## config.mk

```make
export PLATFORM = sky130hd
export DESIGN_NAME = sfd_sync_detector
export DESIGN_NICKNAME = d
export VERILOG_FILES = /design/src/rtl/sfd_pkg.sv /design/src/rtl/sfd_cfg_reg.sv /design/src/rtl/sfd_match_fsm.sv /design/src/rtl/sfd_ts_latch.sv /design/src/rtl/sfd_sync_detector.sv
export SDC_FILE = /design/constraint.sdc
export NUM_CORES = 1
export LEC_CHECK = 0
export ABC_AREA = 1
export BUFFER_PORTS_ARGS = -buffer_cell sky130_fd_sc_hd__clkbuf_2
export CORE_MARGIN = 1.5
export CORE_UTILIZATION = 47
export CTS_CLUSTER_SIZE = 30
export DETAILED_ROUTE_END_ITERATION = 10
export MAX_ROUTING_LAYER = met4
export PLACE_DENSITY = 0.84
export SYNTH_ARGS = -nofsm -noshare
export SYNTH_HDL_FRONTEND = slang
export SYNTH_HIERARCHICAL = 1
export SYNTH_SLANG_ARGS = --single-unit
```

## constraint.sdc

```tcl
create_clock -name clk -period 1.98 [get_ports clk]
set_input_delay 0 -clock clk [delete_from_list [all_inputs] [get_ports clk]]
set_output_delay 0 -clock clk [all_outputs]
set_load 0.01 [all_outputs]
```

## src/rtl/sfd_pkg.sv

```systemverilog
package sfd_pkg;
    typedef enum logic [1:0] {
        ST_SEEK_LO  = 2'd0,
        ST_SEEK_HI  = 2'd1,
        ST_PAYLOAD  = 2'd2
    } sfd_state_e;
endpackage

```

## src/rtl/sfd_cfg_reg.sv

```systemverilog
module sfd_cfg_reg #(
    parameter int              OCT_W     = 8,
    parameter logic [OCT_W-1:0] RESET_VAL = 8'hA7
) (
    input  logic             clk,
    input  logic             rst_n,
    input  logic             we_i,
    input  logic [OCT_W-1:0] wdata_i,
    output logic [OCT_W-1:0] value_o
);
    always_ff @(posedge clk) begin
        if (!rst_n)
            value_o <= RESET_VAL;
        else if (we_i)
            value_o <= wdata_i;
    end
endmodule

```

## src/rtl/sfd_match_fsm.sv

```systemverilog
module sfd_match_fsm
    import sfd_pkg::*;
#(
    parameter int SYM_W = 4,
    localparam int OCT_W = 2 * SYM_W
) (
    input  logic             clk,
    input  logic             rst_n,
    input  logic             sym_valid_i,
    input  logic [SYM_W-1:0] sym_i,
    input  logic [OCT_W-1:0] sfd_i,
    input  logic             frame_end_i,
    output logic             hit_o,
    output logic             frame_start_o,
    output logic             payload_valid_o,
    output logic [SYM_W-1:0] payload_sym_o
);
    sfd_state_e state_q, state_d;
    logic lo_match, hi_match, accept;

    assign lo_match = (sym_i == sfd_i[SYM_W-1:0]);
    assign hi_match = (sym_i == sfd_i[OCT_W-1:SYM_W]);
    assign accept   = sym_valid_i && !frame_end_i;
    assign hit_o    = (state_q == ST_SEEK_HI) && accept && hi_match;

    // transition logic
    always_comb begin
        state_d = state_q;
        unique case (state_q)
            ST_SEEK_LO: begin
                if (accept && lo_match)          // LO_HIT
                    state_d = ST_SEEK_HI;
            end
            ST_SEEK_HI: begin
                if (frame_end_i)                 // FRAME_END
                    state_d = ST_SEEK_LO;
                else if (sym_valid_i) begin
                    if (hi_match)                // SFD_HIT
                        state_d = ST_PAYLOAD;
                    else if (lo_match)           // RETRY_LO
                        state_d = ST_SEEK_HI;
                    else                         // MISS
                        state_d = ST_SEEK_LO;
                end
            end
            ST_PAYLOAD: begin
                if (frame_end_i)                 // FRAME_END
                    state_d = ST_SEEK_LO;
            end
            default: state_d = ST_SEEK_LO;
        endcase
    end

    // state register
    always_ff @(posedge clk) begin
        if (!rst_n)
            state_q <= ST_SEEK_LO;
        else
            state_q <= state_d;
    end

    // registered outputs
    always_ff @(posedge clk) begin
        if (!rst_n) begin
            frame_start_o   <= 1'b0;
            payload_valid_o <= 1'b0;
            payload_sym_o   <= '0;
        end else begin
            frame_start_o   <= hit_o;
            payload_valid_o <= (state_q == ST_PAYLOAD) && accept;
            if ((state_q == ST_PAYLOAD) && accept)
                payload_sym_o <= sym_i;
        end
    end
endmodule

```

## src/rtl/sfd_ts_latch.sv

```systemverilog
module sfd_ts_latch #(
    parameter int TS_W = 32
) (
    input  logic            clk,
    input  logic            rst_n,
    input  logic            capture_i,
    input  logic [TS_W-1:0] count_i,
    output logic [TS_W-1:0] stamp_o
);
    always_ff @(posedge clk) begin
        if (!rst_n)
            stamp_o <= '0;
        else if (capture_i)
            stamp_o <= count_i;
    end
endmodule

```

## src/rtl/sfd_sync_detector.sv

```systemverilog
module sfd_sync_detector #(
    parameter int SYM_W           = 4,
    parameter int TS_W            = 32,
    parameter logic [2*SYM_W-1:0] SFD_RESET = 8'hA7
) (
    input  logic                 clk,
    input  logic                 rst_n,
    input  logic                 cfg_we_i,
    input  logic [2*SYM_W-1:0]   cfg_sfd_i,
    input  logic                 sym_valid_i,
    input  logic [SYM_W-1:0]     sym_i,
    input  logic                 frame_end_i,
    input  logic                 ts_enable_i,
    input  logic [TS_W-1:0]      sym_count_i,
    output logic                 frame_start_o,
    output logic                 payload_valid_o,
    output logic [SYM_W-1:0]     payload_sym_o,
    output logic [TS_W-1:0]      timestamp_o
);
    localparam int OCT_W = 2 * SYM_W;

    logic [OCT_W-1:0] sfd_value;
    logic             sfd_hit;

    sfd_cfg_reg #(.OCT_W(OCT_W), .RESET_VAL(SFD_RESET)) u_cfg (
        .clk     (clk),
        .rst_n   (rst_n),
        .we_i    (cfg_we_i),
        .wdata_i (cfg_sfd_i),
        .value_o (sfd_value)
    );

    sfd_match_fsm #(.SYM_W(SYM_W)) u_fsm (
        .clk             (clk),
        .rst_n           (rst_n),
        .sym_valid_i     (sym_valid_i),
        .sym_i           (sym_i),
        .sfd_i           (sfd_value),
        .frame_end_i     (frame_end_i),
        .hit_o           (sfd_hit),
        .frame_start_o   (frame_start_o),
        .payload_valid_o (payload_valid_o),
        .payload_sym_o   (payload_sym_o)
    );

    sfd_ts_latch #(.TS_W(TS_W)) u_ts (
        .clk       (clk),
        .rst_n     (rst_n),
        .capture_i (sfd_hit && ts_enable_i),
        .count_i   (sym_count_i),
        .stamp_o   (timestamp_o)
    );
endmodule

```

==> results of run 1 <==
## layout by cell type, fill, tap and decap left out, drive strengths merged
master / synthesis / routed
nand2: 96 / 96
clkbuf: 0 / 92
nor2: 83 / 83
inv: 49 / 49
dfxtp: 48 / 48
dlygate4sd3: 0 / 42
nand3: 10 / 10
a21oi: 7 / 7
o21ai: 5 / 5
xor2: 4 / 4
buf: 12 / 3
nor3: 2 / 2
bufinv: 0 / 1
nand3b: 1 / 1
## power breakdown
part	switching [mW]	internal, mW
logic	0.190	0.184
clock network	0.306	0.363
registers	0.0395	1.00
## stage by stage
stage / worst slack [ps] / std cells / util, % / hold slack [ps]
CTS: 266 / 495 / 71.0 / 2.33
finish: 231 / 495 / 71.0 / 2.72
detailed placement: 299 / 447 / 59.1 / 217
global placement: 338 / 447 / 59.1 / 211
floorplan: 599 / 317 / - / 120
global route: 40.9 / 495 / 71.0 / 31.8
## cells by family after synthesis
kind of cell / Yosys count
compound gates: 12
simple gates: 192
buf+inv: 61
xor+xnor: 4
flops: 48
## metal layers
layer / global-route usage (%) / part of all wire, %
met3: 5.63 / 7.3
met5: - / 0
met2: 40.8 / 51
met4: 6.20 / 1.1
met1: 23.6 / 41
## worst register-to-register path, cell delays in order, from the launching register on
cell and delay, ps:
dfxtp_1 390, inv_1 100, nor3_2 180, nand3_1 160, nor2_1 110, nand2_1 70
inv_2 240, buf_12 200, nand2_1 70, nand2_1 70, nor2_1 60
## worst paths after layout
check / end / slack [ps] / cells past startpoint
setup / recovery: u_ts/stamp_o[18] / 230 / 10
hold / removal: u_ts/stamp_o[23] / 3 / 5
setup reg to reg: u_ts/stamp_o[18] / 230 / 10
hold reg to reg: u_ts/stamp_o[8] / 470 / 2
## flip-flops by register name (all words and copies together) (netlist names)
name                   count
u_fsm/payload_sym_o        4
u_ts/stamp_o              32
u_fsm/payload_valid_o      1
u_fsm/frame_start_o        1
u_cfg/value_o              8
u_fsm/state_q              2
## area by class of cell
type                       count  area [um^2]
tap                           52         65.1
timing repair buffer         132          903
clock buffer                   5         68.8
inverter                      49          184
sequential                    48          961
fill                         354         1260
clock inverter                 1         30.0
multi-input combinational    208          878
==> results.md, run 1 <==
* First-pass DRT Iterations at 4
* Startpoint Class: register
* Post-CTS Hold Buffers at between 40 and 50
* Antenna viol nets, final at 0
* Adder-Cell Fraction of Synth Area at 0%
* Pwr Total at 2.09 mW
* Synth Area in XOR/XNOR at 1.64%
* Mean post-synth cell area at 6.74 um^2
* Total grt overflow at 0
* Die height at 70.4 um
* Peak per-stage delay on the critical path at around 390 ps
* Cell area after synthesis at approximately 2100 um^2
* Leading area contributor after synthesis: dfxtp_1
* Final Cell Area at just over 3000 um^2
* Clock latency on the worst-skew pair at 290 ps
* IO Count at 88
* RR Startpoint: u_fsm/state_q[0]
* Worst setup path startpoint: u_fsm/state_q[0]
* DRC errors left at 0
* EDFF count, synth at 0
* Post-synthesis async set-or-reset flop share at 0%
* Setup TNS at 0 ps
* Most used cell, CP: nand2_1
* Max Cap Viol at 0
* Max clock buf depth at 2
* CP cell instances: inv_1 > nor3_2 > nand3_1 > nor2_1 > nand2_1 > inv_2 > buf_12 > nand2_1 > nand2_1 > nor2_1
* Via count at ~2,200
* Tcrit/Tclk final at 88.3%
* Final setup fails at 0
* Largest net degree at the start of global routing at 30
* Vias in the first global route at around 2,100
* Status: finished clean
* CP max FO at 23
* RSZ-0062 raised after global routing: false
* #FFs+latches synth at between 40 and 50
* Simple-gate portion of the synthesized area at a little over a third
* Die area at ~5000 um^2
* Resize count post-CTS at 0
* 1st-iter DRT viols at ~120
* Final count of hold timing violations at 0
* Main flop type after synthesis: dfxtp_1
* Worst setup EP type: register
* Final Critical Period at approximately 1700 ps
* CP top delay family: simple AND/OR/NAND/NOR gates
* Worst-Margin Slew at slightly below 600 ps
* LEAKAGE at around 1.7 nW
* Tot GR Track Use at 22.3%
* Post-synth top cells: 91 x nand2_1, 80 x nor2_1, 48 x dfxtp_1, 45 x inv_1, 9 x nand3_1
* Hold Crit Start: sym_count_i[23]
* Synth Area in Compound Gates at between 2 and 3%
* Fin nets at 494
* Syn Nets at about 370
* Mux contribution to synthesized area at 0%
* Synth cell types at 21
* Chip width at between 70 and 80 um
* First-pass GRT wire length at between 8 and 9 mm
* Share of the synthesized area in the top cell type at 45.0%
* DR vias/cell at 4.45
* CP required at 2160 ps
* TritonCTS Buffers at 5
* Crit path DAT at between 1500 and 2000 ps
* Synth top area cells: dfxtp_1 45%, nand2_1 16%, nor2_1 14%
* CTS tree: yes
* Sequential share of the synthesized area at 45.0%
* Fmax achieved at around 0.57 GHz
* Initial cell density of the core at between 40 and 50%
* Antenna diodes at 0
* Fraction of layout cells with a size suffix above 1 at 25.3%
* Mapped Cells at 317
* IO buf count at 87
* CTS sink count at 48
* Main combinational cell family by area after synthesis: simple AND/OR/NAND/NOR gates
* Clock Skew at 6.83 ps
* Initial antenna violation count at 0
* Layout area overhead at 44.7%
* DR WL/cell at 10.6 um
* Synth warn at 6
* Root buf cell: clkbuf_8
* Slowest CP cell: dfxtp_1
* Clock transition at path regs at ~80 ps
* Buf/Inv on CP at 3
* DRT Wirelength at around 5.3 mm
* Worst vdd ir at 0.486 mV
* Hpwl dp at between 3 and 4 mm
* Max-slew violation count at 0
* GPL Wtd Cong at about 0.77
* Setup bufs post-CTS at 0
* Core region area at 4350 um^2
* Rows at 24
* Placed instance area at 2570 um^2
* Power density over the cells at 675 nW/um^2
* Worst Hold Class: in2reg
* Slew margin rel. at 61.1%
* Most frequent cell after synthesis: nand2_1
* H-tree depth at 2
* CP Class: reg2reg
No activity file was read; power rests on OpenSTA's default activity.
==> run 2: changes to the inputs <==
--- a/config.mk
+++ b/config.mk
@@ -5,14 +5,15 @@
 export SDC_FILE = /design/constraint.sdc
 export NUM_CORES = 1
 export LEC_CHECK = 0
-export ABC_AREA = 1
+export ABC_CLOCK_PERIOD_IN_PS = 1980
 export BUFFER_PORTS_ARGS = -buffer_cell sky130_fd_sc_hd__clkbuf_2
 export CORE_MARGIN = 1.5
-export CORE_UTILIZATION = 47
+export CORE_UTILIZATION = 46
 export CTS_CLUSTER_SIZE = 30
 export DETAILED_ROUTE_END_ITERATION = 10
 export MAX_ROUTING_LAYER = met4
 export PLACE_DENSITY = 0.84
+export SLEW_MARGIN = 30
 export SYNTH_ARGS = -nofsm -noshare
 export SYNTH_HDL_FRONTEND = slang
 export SYNTH_HIERARCHICAL = 1
==> run 2 against run 1 <==
Net effect:
- worst hold slack improved by 24 ps
- via count fell by 27%
- sequential cell count unchanged
- sequential share of layout area is 2.3 points higher
- clock skew is 1.9 ps lower
- largest cell class unchanged
- largest power group unchanged
==> results.md, run 2 <==
* CP cell instances: xor2_1 > nor3_2 > nand4_2 > nor3_1 > and2_2 > buf_12 > mux2i_1 > nor2b_1
* Final Critical Period at 1820 ps
* Initial cell density of the core at between 40% and 50%
* Largest registers: u_ts/stamp_o (32), u_cfg/value_o (8), u_fsm/payload_sym_o (4)
* Tot GR Track Use at between 20% and 30%
* RSZ-0062 raised after global routing: false
* Clock power frac at around a third
* Slew margin rel. at between 70 and 80%
* Max Cap Viol at 0
* Total grt overflow at 0
* Most frequent cell after synthesis: dfxtp_1
* CP required at approximately 2200 ps
* Initial antenna violation count at 0
* Crit path DAT at roughly 2000 ps
* H-tree depth at 2
* DR vias/cell at ~4.7
* Main combinational cell family by area after synthesis: multiplexers
* Clock Skew at 4.97 ps
* CP top delay family: simple AND/OR/NAND/NOR gates
* Met2 wire length at roughly 2.6 mm
* Hpwl dp at 2.83 mm
* Worst setup path startpoint: u_cfg/value_o[6]
* Startpoint Class: register
* Layout area overhead at 47.6%
* Setup TNS at 0 ps
* Slowest CP cell: dfxtp_1
* CTS tree: yes
* Resize count post-CTS at 0
* Metal1 wirelength at about 1.8 mm
* Via count at about 1,600
* Share of the synthesized area in the top cell type at 49.3%
* Worst Hold Class: in2reg
* DR WL met3 at 270 um
* Sequential share of the synthesized area at between 40% and 50%
* Final setup fails at 0
* DRC errors left at 0
* Commonest non-fill, non-tap cells in the layout: 87 x clkbuf_2, 48 x dfxtp_1, 44 x mux2i_1, 40 x dlygate4sd3_1, 39 x nor2b_1
* TritonCTS Buffers at 5
* Worst vdd ir at a little under 0.4 mV
* #FFs+latches synth at 48
* 1st-iter DRT viols at between 80 and 90
* Die area at roughly 4600 um^2
* IO buf count at slightly below 90
* Cell area after synthesis at between 1500 and 2000 um^2
* Commonest non-fill, non-tap cell in the layout: clkbuf_2
* Max clock buf depth at 2
* Synth cell types at 22
* Top Metal Used: met4
* DR WL/cell at roughly 14 um
* Largest net degree at the start of global routing at 46
* Switching share of power at a little over a fifth
* Mapped Cells at approximately 170
* EDFF count, synth at 0
* Final count of hold timing violations at 0
* Main flop type after synthesis: dfxtp_1
* Synth Area in Compound Gates at 0.642%
* CP Class: reg2reg
* Power density over the cells at a little under 600 nW/um^2
* Fraction of layout cells with a size suffix above 1 at about a third
* Synth warn at 6
* Status: finished clean
* First-pass GRT wire length at between 7 and 8 mm
* Post-synthesis async set-or-reset flop share at 0%
* GPL Wtd Cong at 0.768
* IO Count at between 80 and 90
* Worst setup EP type: register
* Hold Crit Start: sym_i[2]
* Worst-Margin Slew at between 300 and 400 ps
* Int Pwr at between 1 and 1.5 mW
* Synth Area in XOR/XNOR at 3.59%
* Die height at 68.1 um
* Antenna viol nets, final at 0
* DRT Wirelength at 4.79 mm
* Chip width at 68.1 um
* Sw power at between 0.3 and 0.4 mW
* Clock latency on the worst-skew pair at 290 ps
* Post-synth top cells: 48 x dfxtp_1, 44 x mux2i_1, 39 x nor2b_1, 7 x xor2_1, 5 x nand2_1
* Synth top area cells: dfxtp_1 49%, mux2i_1 23%, nor2b_1 13%
* Comb pwr share at 10.7%
* Vias in the first global route at ~1,600
* Flop pwr share at a little under three fifths
* Peak per-stage delay on the critical path at around 330 ps
* Leading area contributor after synthesis: dfxtp_1
* Tcrit/Tclk final at 92.0%
* Antenna diodes at 0
* Fmax achieved at ~0.55 GHz
* Root buf cell: clkbuf_8
* Mean post-synth cell area at ~12 um^2
* Max-slew violation count at 0
* Core region area at 4030 um^2
* Fin nets at about 350
* Max FFs per register at 32
* LEAKAGE at roughly 1.2 nW
* Rows at 23
* CP max FO at 16
* Buf/Inv on CP at 1
* Clock transition at path regs at 80 ps
* Reg with most FFs: u_ts/stamp_o
* Pwr Total at between 1.5 and 2 mW
* RR Startpoint: u_cfg/value_o[6]
* Mux contribution to synthesized area at between 20% and 30%
* Adder-Cell Fraction of Synth Area at 0%
* Setup bufs post-CTS at 0
* CTS sink count at 48
* Syn Nets at approximately 220
* Simple-gate portion of the synthesized area at between 15 and 20%
* First-pass DRT Iterations at 4
-- run 2: worst paths after layout --
| path | end | slack [ps] | cells past startpoint |
|---|---|---|---|
| worst max register to register | u_ts/stamp_o[21] | 160 | 8 |
| worst min-delay path | u_fsm/payload_sym_o[2] | 30 | 3 |
| worst min register to register | u_cfg/value_o[5] | 510 | 2 |
| worst max-delay path | u_ts/stamp_o[21] | 160 | 8 |
-- run 2: area by class of cell --
type	count	area (um^2)
fill	310	1150
sequential	48	961
multi-input combinational	110	888
timing repair buffer	130	888
clock buffer	6	72.6
tap	50	62.6
clock inverter	1	5.00
-- run 2: layer usage --
| layer | vias to the layer above | track usage, % |
|---|---|---|
| li1 | 815 | - |
| met1 | 734 | 19.8 |
| met5 | - | - |
| met3 | 9 | 5.76 |
| met2 | 59 | 41.6 |
| met4 | 0 | 7.50 |
-- run 2: logic make-up after synthesis --
group	Yosys count
muxes	45
and+or+nand+nor	56
xor gates and xnor gates	8
AOI/OAI and AO/OA	1
DFF	48
buffers and inverters	9
-- run 2: power groups by stage --
stage | Clock [mW] | Sequential (mW) | Combinational, mW
2_1_floorplan | 0 | 1.00 | 0.0538
3_3_place_gp | 0 | 1.00 | 0.116
3_5_place_dp | 0 | 1.00 | 0.116
4_1_cts | 0.559 | 0.981 | 0.177
5_1_grt | 0.603 | 0.983 | 0.197
6_report | 0.542 | 0.981 | 0.182
-- run 2: what timing repair did --
item | in CTS | in global routing
hold buffers | 39 | 1
endpoints found under the setup margin | 0 | 3
hold endpoints to repair | 39 | 1
-- run 2: metrics by stage --
| stage | hold WS (ps) | setup WS (ps) | area (um^2) | std cells | util (%) |
|---|---|---|---|---|---|
| 2_1_floorplan | 61.9 | 340 | 1950 | 167 | - |
| 3_3_place_gp | 214 | 240 | 2370 | 297 | 58.9 |
| 3_5_place_dp | 222 | 137 | 2370 | 297 | 58.9 |
| 4_1_cts | 2.28 | 123 | 2840 | 343 | 70.6 |
| 5_1_grt | 23.0 | 27.4 | 2880 | 345 | 71.4 |
| 6_report | 26.5 | 159 | 2880 | 345 | 71.4 |
-- run 2: worst register-to-register path, delay by kind of cell (launching register included) --
kind,cells,cell delay [ps]
xor gates and xnor gates,1,150
buffers and inverters,1,190
muxes,1,240
DFF,1,330
and+or+nand+nor,5,810
==> run 3: changes to the inputs <==
--- a/config.mk
+++ b/config.mk
@@ -5,14 +5,14 @@
 export SDC_FILE = /design/constraint.sdc
 export NUM_CORES = 1
 export LEC_CHECK = 0
-export ABC_CLOCK_PERIOD_IN_PS = 1980
+export ABC_CLOCK_PERIOD_IN_PS = 1500
 export BUFFER_PORTS_ARGS = -buffer_cell sky130_fd_sc_hd__clkbuf_2
 export CORE_MARGIN = 1.5
-export CORE_UTILIZATION = 46
+export CORE_UTILIZATION = 42
 export CTS_CLUSTER_SIZE = 30
 export DETAILED_ROUTE_END_ITERATION = 10
 export MAX_ROUTING_LAYER = met4
-export PLACE_DENSITY = 0.84
+export PLACE_DENSITY = 0.82
 export SLEW_MARGIN = 30
 export SYNTH_ARGS = -nofsm -noshare
 export SYNTH_HDL_FRONTEND = slang
==> constraint.sdc (replaced) <==
create_clock -name clk -period 1.5 [get_ports clk]
set_input_delay 0 -clock clk [delete_from_list [all_inputs] [get_ports clk]]
set_output_delay 0 -clock clk [all_outputs]
set_load 0.01 [all_outputs]
==> run 3 against run 2 <==
Net effect:
- the run now ends with setup timing left
- non-clock buffer count grew 7
- via count grew 1.4%
- utilization shrank 3.0 points
- critical path type unchanged
- critical endpoint is now u_ts/stamp_o[11]
==> results.md, run 3 (synthesis gave the netlist of run 2 again) <==
* LEAKAGE at roughly 1.3 nW
* Max Cap Viol at 0
* Violated checks: setup timing
* Clock latency on the worst-skew pair at 290 ps
* 1st-iter DRT viols at 43
* Commonest non-fill, non-tap cell in the layout: clkbuf_2
* CP Class: reg2reg
* Largest net degree at the start of global routing at 46
* Worst vdd ir at around 0.57 mV
* Chip width at 71.1 um
* DR WL/cell at between 10 and 15 um
* Fin nets at ~350
* Die area at between 5000 and 6000 um^2
* DR vias/cell at 4.62
* H-tree depth at 2
* CP max FO at 8
* IO Count at around 90
* Power density over the cells at 838 nW/um^2
* Slowest CP cell: dfxtp_2
* Clock transition at path regs at around 80 ps
* Vias in the first global route at 1,645
* Final setup fails at 33
* Hpwl dp at 2.79 mm
* Fraction of layout cells with a size suffix above 1 at approximately 40%
* Max-slew violation count at 0
* Initial cell density of the core at approximately 44%
* Crit path DAT at 1950 ps
* Slew margin rel. at 75.9%
* CP cell instances: xor2_1 > nor3_2 > nand4_2 > nor3_2 > and2_4 > buf_12 > mux2i_2 > nor2b_1
* Antenna viol nets, final at 0
* Core region area at roughly 4400 um^2
* Die height at a little over 70 um
* Largest registers: u_ts/stamp_o (32), u_cfg/value_o (8), u_fsm/payload_sym_o (4)
* CTS sink count at 48
* Root buf cell: clkbuf_8
* Fmax achieved at ~0.57 GHz
* Antenna diodes at 0
* Initial antenna violation count at 0
* IO buf count at 87
* Tcrit/Tclk final at 117%
* Placed instance area at 2410 um^2
* Worst Hold Class: in2reg
* Final count of hold timing violations at 0
* First-pass GRT wire length at between 7 and 8 mm
* Setup TNS at -6840 ps
* CTS tree: yes
* Clock Skew at roughly 4.6 ps
* Worst setup EP type: register
* First-pass DRT Iterations at 4
* Commonest non-fill, non-tap cells in the layout: 87 x clkbuf_2, 47 x dfxtp_1, 40 x mux2i_1, 39 x dlygate4sd3_1, 39 x nor2b_1
* Reg with most FFs: u_ts/stamp_o
* Final setup margin at -261 ps
* Max FFs per register at 32
* GPL Wtd Cong at about 0.7
* DRT Wirelength at roughly 5 mm
* Final Cell Area at between 3000 and 4000 um^2
* Tot GR Track Use at 19.3%
* Startpoint Class: register
* DRC errors left at 0
* CP required at ~1700 ps
* Layout area overhead at 55.0%
* Total grt overflow at 0
* RSZ-0062 raised after global routing: true
* Peak per-stage delay on the critical path at 330 ps
* Most used cell, CP: nor3_2
* Max clock buf depth at 2
* TritonCTS Buffers at 5
* Rows at 24
* Via count at approximately 1,600
* Final Critical Period at 1760 ps
* Status: finished, violations left
* Worst-Margin Slew at around 360 ps
* Hold WS at ~17 ps
[run 3: cell count changes in the layout (fill, tap and decap cells not counted), moves of 2 or more]
cell      change
buf_4         +7
clkbuf_8      +2
mux2i_1       -4
mux2i_2       +4
[run 3: repair_timing]
item,in CTS,in global routing
resized for setup,3,5
hold buffers,39,0
buffers inserted,2,1
endpoints found under the hold margin,39,0
pin swaps,2,1
endpoints found under the setup margin,32,32
cloned,1,1
[run 3: final cells by class]
cell class              instances  area (um^2)
clock inverters                 1         30.0
well taps                      52         65.1
fillers                       349         1390
clock buffers                   7         96.3
flip-flops and latches         48          962
multi-input cells             110          910
repair buffers                137          958
[run 3: worst paths after layout]
path / slack (ps) / depth (start not counted) / startpoint / to
min reg2reg: 510 / 2 / u_cfg/value_o[2] / u_cfg/value_o[2]
max reg2reg: -260 / 8 / u_cfg/value_o[4] / u_ts/stamp_o[11]
max: -260 / 8 / u_cfg/value_o[4] / u_ts/stamp_o[11]
min: 20 / 3 / sym_count_i[19] / u_ts/stamp_o[19]
[run 3: per-stage QoR]
| step | power, mW | setup slack, ps | instances | util (%) |
|---|---|---|---|---|
| after CTS | 2.56 | -247 | 353 | 67.3 |
| after global routing | 2.62 | -350 | 355 | 68.5 |
| after floorplan | 1.39 | -135 | 167 | - |
| after global placement | 1.48 | -260 | 303 | 54.5 |
| final | 2.53 | -261 | 355 | 68.5 |
| after detailed placement | 1.49 | -350 | 303 | 54.5 |
[run 3: worst max-delay path, delay by kind of cell, from the launching register on]
kind / cells / cell delay, ps
AND/OR/NAND/NOR: 5 / 780
flip-flops: 1 / 330
XOR/XNOR: 1 / 140
buffers and inverters: 1 / 160
multiplexers: 1 / 250
[run 3: metal layers]
| metal | vias to the layer above | global-route usage [%] | wire [um] |
|---|---|---|---|
| met3 | 6 | 5.41 | 293 |
| met4 | 0 | 4.40 | 53 |
| met2 | 67 | 33.7 | 2490 |
| li1 | 827 | - | - |
| met1 | 739 | 21.8 | 2090 |
| met5 | - | - | 0 |
[run 3: power by group]
group | internal (mW) | total [mW] | leakage, nW | switching, mW
combinational | 0.160 | 0.246 | 0.829 | 0.0852
clock | 0.588 | 0.989 | 0.0645 | 0.401
sequential | 1.29 | 1.30 | 0.389 | 0.00989
total | 2.03 | 2.53 | 1.28 | 0.496
